`config.mk`:
```
export PLATFORM = sky130hd
export DESIGN_NAME = uart_fifo_ctl
export DESIGN_NICKNAME = d
export VERILOG_FILES = /design/src/rtl/uart_fifo_pkg.sv /design/src/rtl/uart_fifo_cfg.sv /design/src/rtl/uart_fifo_buf.sv /design/src/rtl/uart_fifo_ctl.sv
export SDC_FILE = /design/constraint.sdc
export NUM_CORES = 1
export LEC_CHECK = 0
export BUFFER_PORTS_ARGS = -buffer_cell sky130_fd_sc_hd__buf_4
export CELL_PAD_IN_SITES_DETAIL_PLACEMENT = 0
export CELL_PAD_IN_SITES_GLOBAL_PLACEMENT = 2
export CORE_UTILIZATION = 40
export DETAILED_ROUTE_END_ITERATION = 8
export HOLD_SLACK_MARGIN = 0.1
export PLACE_DENSITY = 0.81
export SLEW_MARGIN = 20
export SYNTH_ARGS = -nofsm -noshare
export SYNTH_HDL_FRONTEND = slang
export SYNTH_SLANG_ARGS = --single-unit
```
`constraint.sdc`:
```
create_clock -name clk -period 2.9 [get_ports clk]
set_input_delay 0.145 -clock clk [delete_from_list [all_inputs] [get_ports clk]]
set_output_delay 0.145 -clock clk [all_outputs]
set_load 0.02 [all_outputs]
```
`src/rtl/uart_fifo_pkg.sv`:
```
package uart_fifo_pkg;
  // Stored control fields; the flush bits are strobes and are not kept
  typedef struct packed {
    logic [1:0] rx_lvl;
    logic [1:0] tx_lvl;
    logic       dma;
    logic       en;
  } fifo_cfg_t;

  localparam int CFG_EN_BIT  = 0;
  localparam int CFG_CLR_RX  = 1;
  localparam int CFG_CLR_TX  = 2;
  localparam int CFG_DMA_BIT = 3;
  localparam int STAT_CNT_LO = 24;
  localparam int STAT_CNT_W  = 6;
endpackage

```
`src/rtl/uart_fifo_cfg.sv`:
```
module uart_fifo_cfg
  import uart_fifo_pkg::*;
(
  input  logic      clk,
  input  logic      rst,
  input  logic      wr,
  input  logic [7:0] wdata,
  output fifo_cfg_t cfg,
  output logic      flush_rx,
  output logic      flush_tx
);
  logic mode_chg;

  assign mode_chg = wr && (wdata[CFG_EN_BIT] != cfg.en);
  assign flush_rx = (wr && wdata[CFG_CLR_RX]) || mode_chg;
  assign flush_tx = (wr && wdata[CFG_CLR_TX]) || mode_chg;

  always_ff @(posedge clk) begin
    if (rst) begin
      cfg <= '0;
    end else if (wr) begin
      cfg.rx_lvl <= wdata[7:6];
      cfg.tx_lvl <= wdata[5:4];
      cfg.dma    <= wdata[CFG_DMA_BIT];
      cfg.en     <= wdata[CFG_EN_BIT];
    end
  end
endmodule

```
`src/rtl/uart_fifo_buf.sv`:
```
module uart_fifo_buf #(
  parameter int DATA_W = 8,
  parameter int DEPTH  = 16
) (
  input  logic                         clk,
  input  logic                         rst,
  input  logic                         flush,
  input  logic                         single,
  input  logic                         push,
  input  logic [DATA_W-1:0]            wdata,
  input  logic                         pop,
  output logic [DATA_W-1:0]            rdata,
  output logic [$clog2(DEPTH+1)-1:0]   count
);
  localparam int AW = $clog2(DEPTH);
  localparam int CW = $clog2(DEPTH+1);

  logic [DATA_W-1:0] mem [DEPTH];
  logic [AW-1:0]     wr_ptr, rd_ptr;
  logic              full, do_push, do_pop;

  assign full    = single ? (count != '0) : (count == CW'(DEPTH));
  assign do_push = push && !full && !flush;
  assign do_pop  = pop && (count != '0) && !flush;
  assign rdata   = mem[rd_ptr];

  always_ff @(posedge clk) begin
    if (do_push) mem[wr_ptr] <= wdata;
  end

  always_ff @(posedge clk) begin
    if (rst || flush) begin
      wr_ptr <= '0;
      rd_ptr <= '0;
      count  <= '0;
    end else begin
      if (do_push) wr_ptr <= wr_ptr + AW'(1);
      if (do_pop)  rd_ptr <= rd_ptr + AW'(1);
      case ({do_push, do_pop})
        2'b10:   count <= count + CW'(1);
        2'b01:   count <= count - CW'(1);
        default: count <= count;
      endcase
    end
  end
endmodule

```
`src/rtl/uart_fifo_ctl.sv`:
```
module uart_fifo_ctl
  import uart_fifo_pkg::*;
#(
  parameter int DATA_W = 8,
  parameter int DEPTH  = 16
) (
  input  logic              clk,
  input  logic              rst,
  input  logic              cfg_wr,
  input  logic [7:0]        cfg_wdata,
  output logic [7:0]        cfg_rdata,
  output logic              dma_mode,
  input  logic              tx_push,
  input  logic [DATA_W-1:0] tx_wdata,
  input  logic              tx_pop,
  output logic [DATA_W-1:0] tx_rdata,
  input  logic              tx_busy,
  input  logic              rx_push,
  input  logic [DATA_W-1:0] rx_wdata,
  input  logic              rx_pop,
  output logic [DATA_W-1:0] rx_rdata,
  input  logic              rx_busy,
  input  logic              rx_ovr_in,
  input  logic              lsr_rd,
  output logic [9:0]        lsr,
  output logic [7:0]        iir,
  output logic [31:0]       vstat,
  output logic              tx_trig,
  output logic              rx_trig
);
  localparam int CW = $clog2(DEPTH+1);
  localparam logic [CW-1:0] LV_D = CW'(DEPTH);
  localparam logic [CW-1:0] LV_H = CW'(DEPTH/2);
  localparam logic [CW-1:0] LV_Q = CW'(DEPTH/4);
  localparam logic [CW-1:0] LV_1 = CW'(1);

  fifo_cfg_t     cfg;
  logic          flush_rx, flush_tx;
  logic [CW-1:0] tx_cnt, rx_cnt, tx_lim, rx_lim;
  logic          rx_full, ovr;

  uart_fifo_cfg u_cfg (
    .clk(clk), .rst(rst), .wr(cfg_wr), .wdata(cfg_wdata),
    .cfg(cfg), .flush_rx(flush_rx), .flush_tx(flush_tx)
  );

  uart_fifo_buf #(.DATA_W(DATA_W), .DEPTH(DEPTH)) u_txq (
    .clk(clk), .rst(rst), .flush(flush_tx), .single(!cfg.en),
    .push(tx_push), .wdata(tx_wdata), .pop(tx_pop),
    .rdata(tx_rdata), .count(tx_cnt)
  );

  uart_fifo_buf #(.DATA_W(DATA_W), .DEPTH(DEPTH)) u_rxq (
    .clk(clk), .rst(rst), .flush(flush_rx), .single(!cfg.en),
    .push(rx_push), .wdata(rx_wdata), .pop(rx_pop),
    .rdata(rx_rdata), .count(rx_cnt)
  );

  assign rx_full = cfg.en ? (rx_cnt == LV_D) : (rx_cnt != '0);

  // Overrun: a set in the read cycle wins over the clear
  always_ff @(posedge clk) begin
    if (rst)                                          ovr <= 1'b0;
    else if (rx_ovr_in || (rx_push && rx_full && !flush_rx)) ovr <= 1'b1;
    else if (lsr_rd)                                  ovr <= 1'b0;
  end

  // Threshold levels: the two directions order their codes oppositely
  always_comb begin
    case (cfg.tx_lvl)
      2'd0:    tx_lim = LV_D;
      2'd1:    tx_lim = LV_H;
      2'd2:    tx_lim = LV_Q;
      default: tx_lim = LV_1;
    endcase
    case (cfg.rx_lvl)
      2'd0:    rx_lim = LV_1;
      2'd1:    rx_lim = LV_Q;
      2'd2:    rx_lim = LV_H;
      default: rx_lim = LV_D;
    endcase
  end

  assign tx_trig = cfg.en ? (tx_cnt <= tx_lim) : (tx_cnt == '0);
  assign rx_trig = cfg.en ? (rx_cnt >= rx_lim) : (rx_cnt != '0);

  assign cfg_rdata = {cfg.rx_lvl, cfg.tx_lvl, cfg.dma, 2'b00, cfg.en};
  assign dma_mode  = cfg.dma;
  assign lsr       = {(rx_cnt == '0), 7'd0, ovr, (rx_cnt != '0)};
  assign iir       = {1'b0, cfg.en, 5'd0, !(tx_trig || rx_trig)};

  always_comb begin
    vstat = '0;
    vstat[0] = (tx_cnt == '0) && !tx_busy;
    vstat[1] = (rx_cnt == '0) && !rx_busy;
    vstat[STAT_CNT_LO +: STAT_CNT_W] = STAT_CNT_W'(tx_cnt);
  end
endmodule

```
==> results.cfg, run 1 <==
[global_routing]
grt_use_total = 0.1589
grt_pass1_wl_mm = 40.11
grt_pass1_vias = 6995
grt_max_degree = 33
overflow = 0
antenna_found_initial = 0

[floorplan]
coreArea_sq_um = 30990
rows = 64
start_util = 0.4110
pin_count = 112
die_width_um = 180.4
die_area_sq_um = 32560
fp.dieH_um = 180.4

[clock_network]
cts_tree = built
cts_buffers = 30
clk_path_buf_depth = 3
cts_htree_levels = 1
clock_latency_ps = 550
cts_root_buf = clkbuf_16
clock-sinks = 297
clk_pin_slew_ps = 60

[synthesis]
synth_seq_area_share = 0.6680
yosysMostFrequentCell = edfxtp_1
yosys_warnings = 0
netlist_top_cells_count = edfxtp_1 (256), mux4_2 (80), nor2_1 (73)
synth_cells = 763
yosys.area.top_type = edfxtp_1
synth.top_cell.area_share = 0.6035
synth_edf_count = 256
ys_types = 56
synth-seq-cells = 297
synth-async-reset-ratio = 0
synth_area_sq_um = 12740
synth_ff_type = edfxtp_1
synth_area_leaders = edfxtp_1 (60%), mux4_2 (14%), dfxtp_1 (6.4%)
synth.avg_cell_area_sq_um = 16.69

[setup_path]
crit_top_cell = ha_2
path_buf_inv = 1
critPathTopFamily = simple AND/OR/NAND/NOR gates
timing_worst_setup_path_type = flop to flop
cp_max_fo = 5
cp-start-kind = flop
max_stage_delay_ps = 540
crit_slowest_cell = or4_4
path_cells = or4_4, buf_4, nor2_2, nor3_4, ha_2, xor2_1, ha_2, nor4_1, a21o_1, or3b_1, mux2_1
end_kind = flop
critPathRequiredTime_ps = 3330
cp.arrival_ps = 3240

[drt]
wirelength_mm = 25.29
drt_first_pass_iters = 5
final_antenna_net_count = 0
vias = 6836
drt_iter0_drc = 421
drc = 0
wl_per_cell_um = 18.86
vias_per_cell = 5.098

[power_and_ir_drop]
internal_power_w = 0.007350
ir_worst_vdd_uv = 572.3
p_comb_frac = 0.095
p_switching_w = 0.002138
powerDensity_nw_per_um2 = 618.2
p_leak_nw = 5.256
pwr-share-clk = 0.408
seqPwrFrac = 0.497
sw_frac_of_total = 0.2253

[timing]
slew_viol_final = 0
slew_headroom = 0.4974
fmax_ghz = 0.3556
period_share = 0.9698
fin_worst_skew_ps = 8.030
fin_crit_ps = 2813
tns_ps = 0
rsz0062_at_grt = true
worst_pin_slew_ps = 752.9
setup_viol = 0
worst_slack_ps = 87.47
hold_violations = 0

[layout]
nNetsFinal = 978
instances_no_fill = 1341
diodes = 0
drive_gt1_frac = 0.3111
area_growth_pct = 20.50
multi_input_area_sq_um = 3845
nFillCells = 2593
stdcell_area_sq_um = 15350
fin_util = 0.4953
seqCellArea_sq_um = 8521

[placed_design]
post-place-ws_ps = 41.95
routabilityCongestion = 0.7546
port_buffers = 71
hpwl_mm = 16.10
detailed_place.area_sq_um = 13890
placedCellCount = 1241

[status]
outcome = finished clean

[min_path]
min_path_type = primary input to flop

[job]
maxCapViolCount = 0
==> cell usage in the layout (no fill, tap or decap), types with 8 or more instances in the layout <==
cell type      instances
dlygate4sd3_1         41
nand4_1                9
clkbuf_16             31
nand2_1               25
mux4_2                80
edfxtp_1             256
ha_1                  18
nor2_1                71
conb_1                40
buf_4                129
a21oi_1               11
xor2_1                 8
nand2b_1              21
inv_1                 16
nor3_1                 8
dfxtp_1               35
mux2i_1               11
==> per-stage QoR <==
stage | power (W) | hold slack, ps
after floorplan | 0.005380 | 243.9
after global placement | 0.005647 | 377.7
after detailed placement | 0.005659 | 386.9
after CTS | 0.009573 | 112.1
after global routing | 0.009841 | 146.8
final | 0.009489 | 127.8
==> final timing paths <==
path / start / end / slack (ps) / depth (start not counted)
worst max-delay path: u_txq.count[0]$_SDFFE_PP0P_ / u_txq.count[2]$_SDFFE_PP0P_ / 90 / 11
worst min-delay path: cfg_wdata[2] / u_txq.wr_ptr[2]$_SDFFE_PP0P_ / 130 / 5
worst max register to register: u_txq.count[0]$_SDFFE_PP0P_ / u_txq.count[2]$_SDFFE_PP0P_ / 90 / 11
worst min register to register: u_rxq.rd_ptr[3]$_SDFFE_PP0P_ / flop / 510 / 2
==> worst register-to-register path: cells and delay by family, from the launching register on <==
kind,cells,cell delay [ps]
compound gates,1,150
xor+xnor,1,140
fa+ha+maj,2,440
buf+inv,1,170
flops,1,320
mux,1,310
simple gates,5,1170
==> what timing repair did <==
action | in CTS | in global routing
endpoints found under the setup margin | 0 | 11
buffers inserted | 0 | 3
hold buffers | 41 | 0
endpoints found under the hold margin | 273 | 0
gates resized for setup | 0 | 10
==> power groups by stage <==
stage	combinational [W]	sequential [W]	clock [W]
after detailed placement	0.000848	0.00481	0
after global placement	0.000837	0.00481	0
after CTS	0.000896	0.00472	0.00396
after global routing	0.000985	0.00472	0.00413
final	0.000901	0.00472	0.00387
after floorplan	0.000564	0.00482	0
==> final cells by class <==
type / count / area share
sequential: 297 / 0.5551
timing repair buffer: 172 / 0.09244
inverter: 18 / 0.004402
clock inverter: 22 / 0.01329
clock buffer: 34 / 0.05193
tap: 396 / 0.03228
multi-input combinational: 402 / 0.2505
==> routing by layer <==
layer  part of all wire  track usage  up-vias
li1                   -            -     3185
met1               0.46       0.2271     3435
met2               0.47       0.2557      182
met3              0.049      0.02607       34
met4              0.018      0.03624        0
met5                  0            0        -
==> flip-flops by register name (all words and copies together), names as in the netlist, named ones only <==
name          count
u_rxq.mem       128
u_txq.mem       128
u_cfg.cfg         6
u_rxq.count       5
u_txq.count       5
u_rxq.rd_ptr      4
u_rxq.wr_ptr      4
u_txq.rd_ptr      4
u_txq.wr_ptr      4
ovr               1
==> cell families after synthesis <==
logic type	after synthesis	synth area share
AOI/OAI and AO/OA	49	0.02623
xor gates and xnor gates	16	0.01159
other	1	0.0002944
and+or+nand+nor	180	0.07210
buffers and inverters	103	0.04578
adders and majority gates	22	0.02161
muxes	95	0.1544
DFF	297	0.6680
Power figures use the tool's default switching activity.
==> run 2: changes to the inputs <==
RECOVER_POWER = 100   (was default)
==> run 2 against run 1 <==
Effect of this change:
- clock power about the same
- design area fell by 0.84%
- critical path depth unchanged
- power down 0.20%
- global-route usage is the same
- highest routed layer unchanged
- hold slack improved by 2.4 ps
- sequential share of layout area is 0.47 points higher
- largest power group unchanged
==> results.cfg, run 2 (synthesis gave the netlist of run 1 again) <==
[drt]
final_antenna_net_count = 0
drt_iter0_drc = 463
drt_first_pass_iters = 5
wirelength_mm = 25.36
wl_per_cell_um = 18.91
vias_per_cell = 5.122
vias = 6868
drc = 0

[timing]
worst_pin_slew_ps = 833.1
rsz0062_at_grt = true
tns_ps = 0
slew_viol_final = 0
worst_slack_ps = 86.04
period_share = 0.9703
setup_viol = 0
hold_violations = 0
slew_headroom = 0.4446
fin_crit_ps = 2814
fin_worst_skew_ps = 7.954
fmax_ghz = 0.3554

[global_routing]
grt_pass1_wl_mm = 40.11
antenna_found_initial = 0
grt_max_degree = 33
grt_pass1_vias = 6995
overflow = 0
grt_use_total = 0.1589

[power_and_ir_drop]
powerDensity_nw_per_um2 = 622.2
pwr-share-clk = 0.408
p_comb_frac = 0.093
internal_power_w = 0.007334
sw_frac_of_total = 0.2256
p_switching_w = 0.002136
p_leak_nw = 5.129
ir_worst_vdd_uv = 572.0
seqPwrFrac = 0.499

[floorplan]
pin_count = 112
fp.dieH_um = 180.4
start_util = 0.4110
coreArea_sq_um = 30990
die_area_sq_um = 32560
rows = 64
die_width_um = 180.4

[layout]
fin_util = 0.4911
final_common_cell = edfxtp_1
diodes = 0
stdcell_area_sq_um = 15220
final_cell_mix = edfxtp_1 (256), buf_4 (96), mux4_2 (80)
nNetsFinal = 978
drive_gt1_frac = 0.2741
area_growth_pct = 19.49
reg_top3 = u_rxq.mem (128), u_txq.mem (128), u_cfg.cfg (6)

[clock_network]
clock_latency_ps = 550
cts_htree_levels = 1
cts_tree = built
cts_root_buf = clkbuf_16
clk_path_buf_depth = 3
cts_buffers = 30
clock-sinks = 297
clk_pin_slew_ps = 60

[setup_path]
max_stage_delay_ps = 540
critPathTopFamily = simple AND/OR/NAND/NOR gates
timing_worst_setup_path_type = flop to flop
critPathRequiredTime_ps = 3330
crit_slowest_cell = or4_4
cp_max_fo = 5
path_buf_inv = 1
path_cells = or4_4, buf_4, nor2_2, nor3_4, ha_2, xor2_1, ha_2, nor4_1, a21o_1, or3b_1, mux2_1
cp.arrival_ps = 3240
end_kind = flop
crit_top_cell = ha_2
cp-start-kind = flop

[status]
outcome = finished clean

[min_path]
min_path_type = primary input to flop

[placed_design]
hpwl_mm = 16.10
post-place-ws_ps = 41.95
detailed_place.area_sq_um = 13890
port_buffers = 71
routabilityCongestion = 0.7546

[job]
maxCapViolCount = 0
[run 2: cell types whose count changed in the layout (fill, tap and decap cells not counted)]
| cell | previous run | this run |
|---|---|---|
| nand2_2 | 1 | 0 |
| buf_4 | 129 | 96 |
| nand2_1 | 25 | 26 |
| ha_1 | 18 | 19 |
| clkbuf_1 | 2 | 35 |
| ha_2 | 4 | 3 |
[run 2: per-stage QoR]
stage	hold WS (ps)	std cells	power [W]
3_3_place_gp	377.7	1241	0.005647
3_5_place_dp	386.9	1241	0.005659
5_1_grt	146.8	1341	0.009821
4_1_cts	112.1	1338	0.009573
2_1_floorplan	243.9	802	0.005380
6_report	130.2	1341	0.009470
[run 2: worst paths after layout]
path,start,slack (ps),cells after the start,to
worst max register to register,u_txq.count[0]$_SDFFE_PP0P_,90,11,u_txq.count[2]$_SDFFE_PP0P_
worst max-delay path,u_txq.count[0]$_SDFFE_PP0P_,90,11,u_txq.count[2]$_SDFFE_PP0P_
worst min-delay path,cfg_wdata[2],130,5,u_txq.wr_ptr[2]$_SDFFE_PP0P_
worst min register to register,u_rxq.rd_ptr[3]$_SDFFE_PP0P_,500,2,flop
[run 2: cell type report]
type / instances / area, sq um
multi-input combinational: 402 / 3840
clock inverter: 22 / 203.9
sequential: 297 / 8521
clock buffer: 34 / 797.0
inverter: 18 / 67.56
fill: 2623 / 15770
tap: 396 / 495.5
timing repair buffer: 172 / 1295
[run 2: worst min-delay path: stages]
cell,delay (ps)
buf_4,90
o21ai_2,120
nand4_4,150
xor2_1,70
nor2_2,60
[run 2: per-layer routing]
metal / GRT usage / share of wire / routed length, um / vias up
met1: 0.2271 / 0.46 / 11540 / 3473
met3: 0.02607 / 0.050 / 1265 / 34
li1: - / - / - / 3183
met2: 0.2557 / 0.48 / 12100 / 178
met4: 0.03624 / 0.018 / 450 / 0
met5: 0 / 0 / 0 / -
[run 2: what timing repair did]
item                                   in CTS  in global routing
setup buffers                               0                  3
setup endpoints to repair                   0                 11
gates resized for setup                     0                 10
hold buffers                               41                  0
endpoints found under the hold margin     273                  0
[run 2: power by group through the flow]
| stage | clock network, W | registers, W | logic, W |
|---|---|---|---|
| 6_report | 0.00387 | 0.00472 | 0.000881 |
| 5_1_grt | 0.00413 | 0.00472 | 0.000964 |
| 4_1_cts | 0.00396 | 0.00472 | 0.000896 |
| 3_5_place_dp | 0 | 0.00481 | 0.000848 |
| 3_3_place_gp | 0 | 0.00481 | 0.000837 |
| 2_1_floorplan | 0 | 0.00482 | 0.000564 |
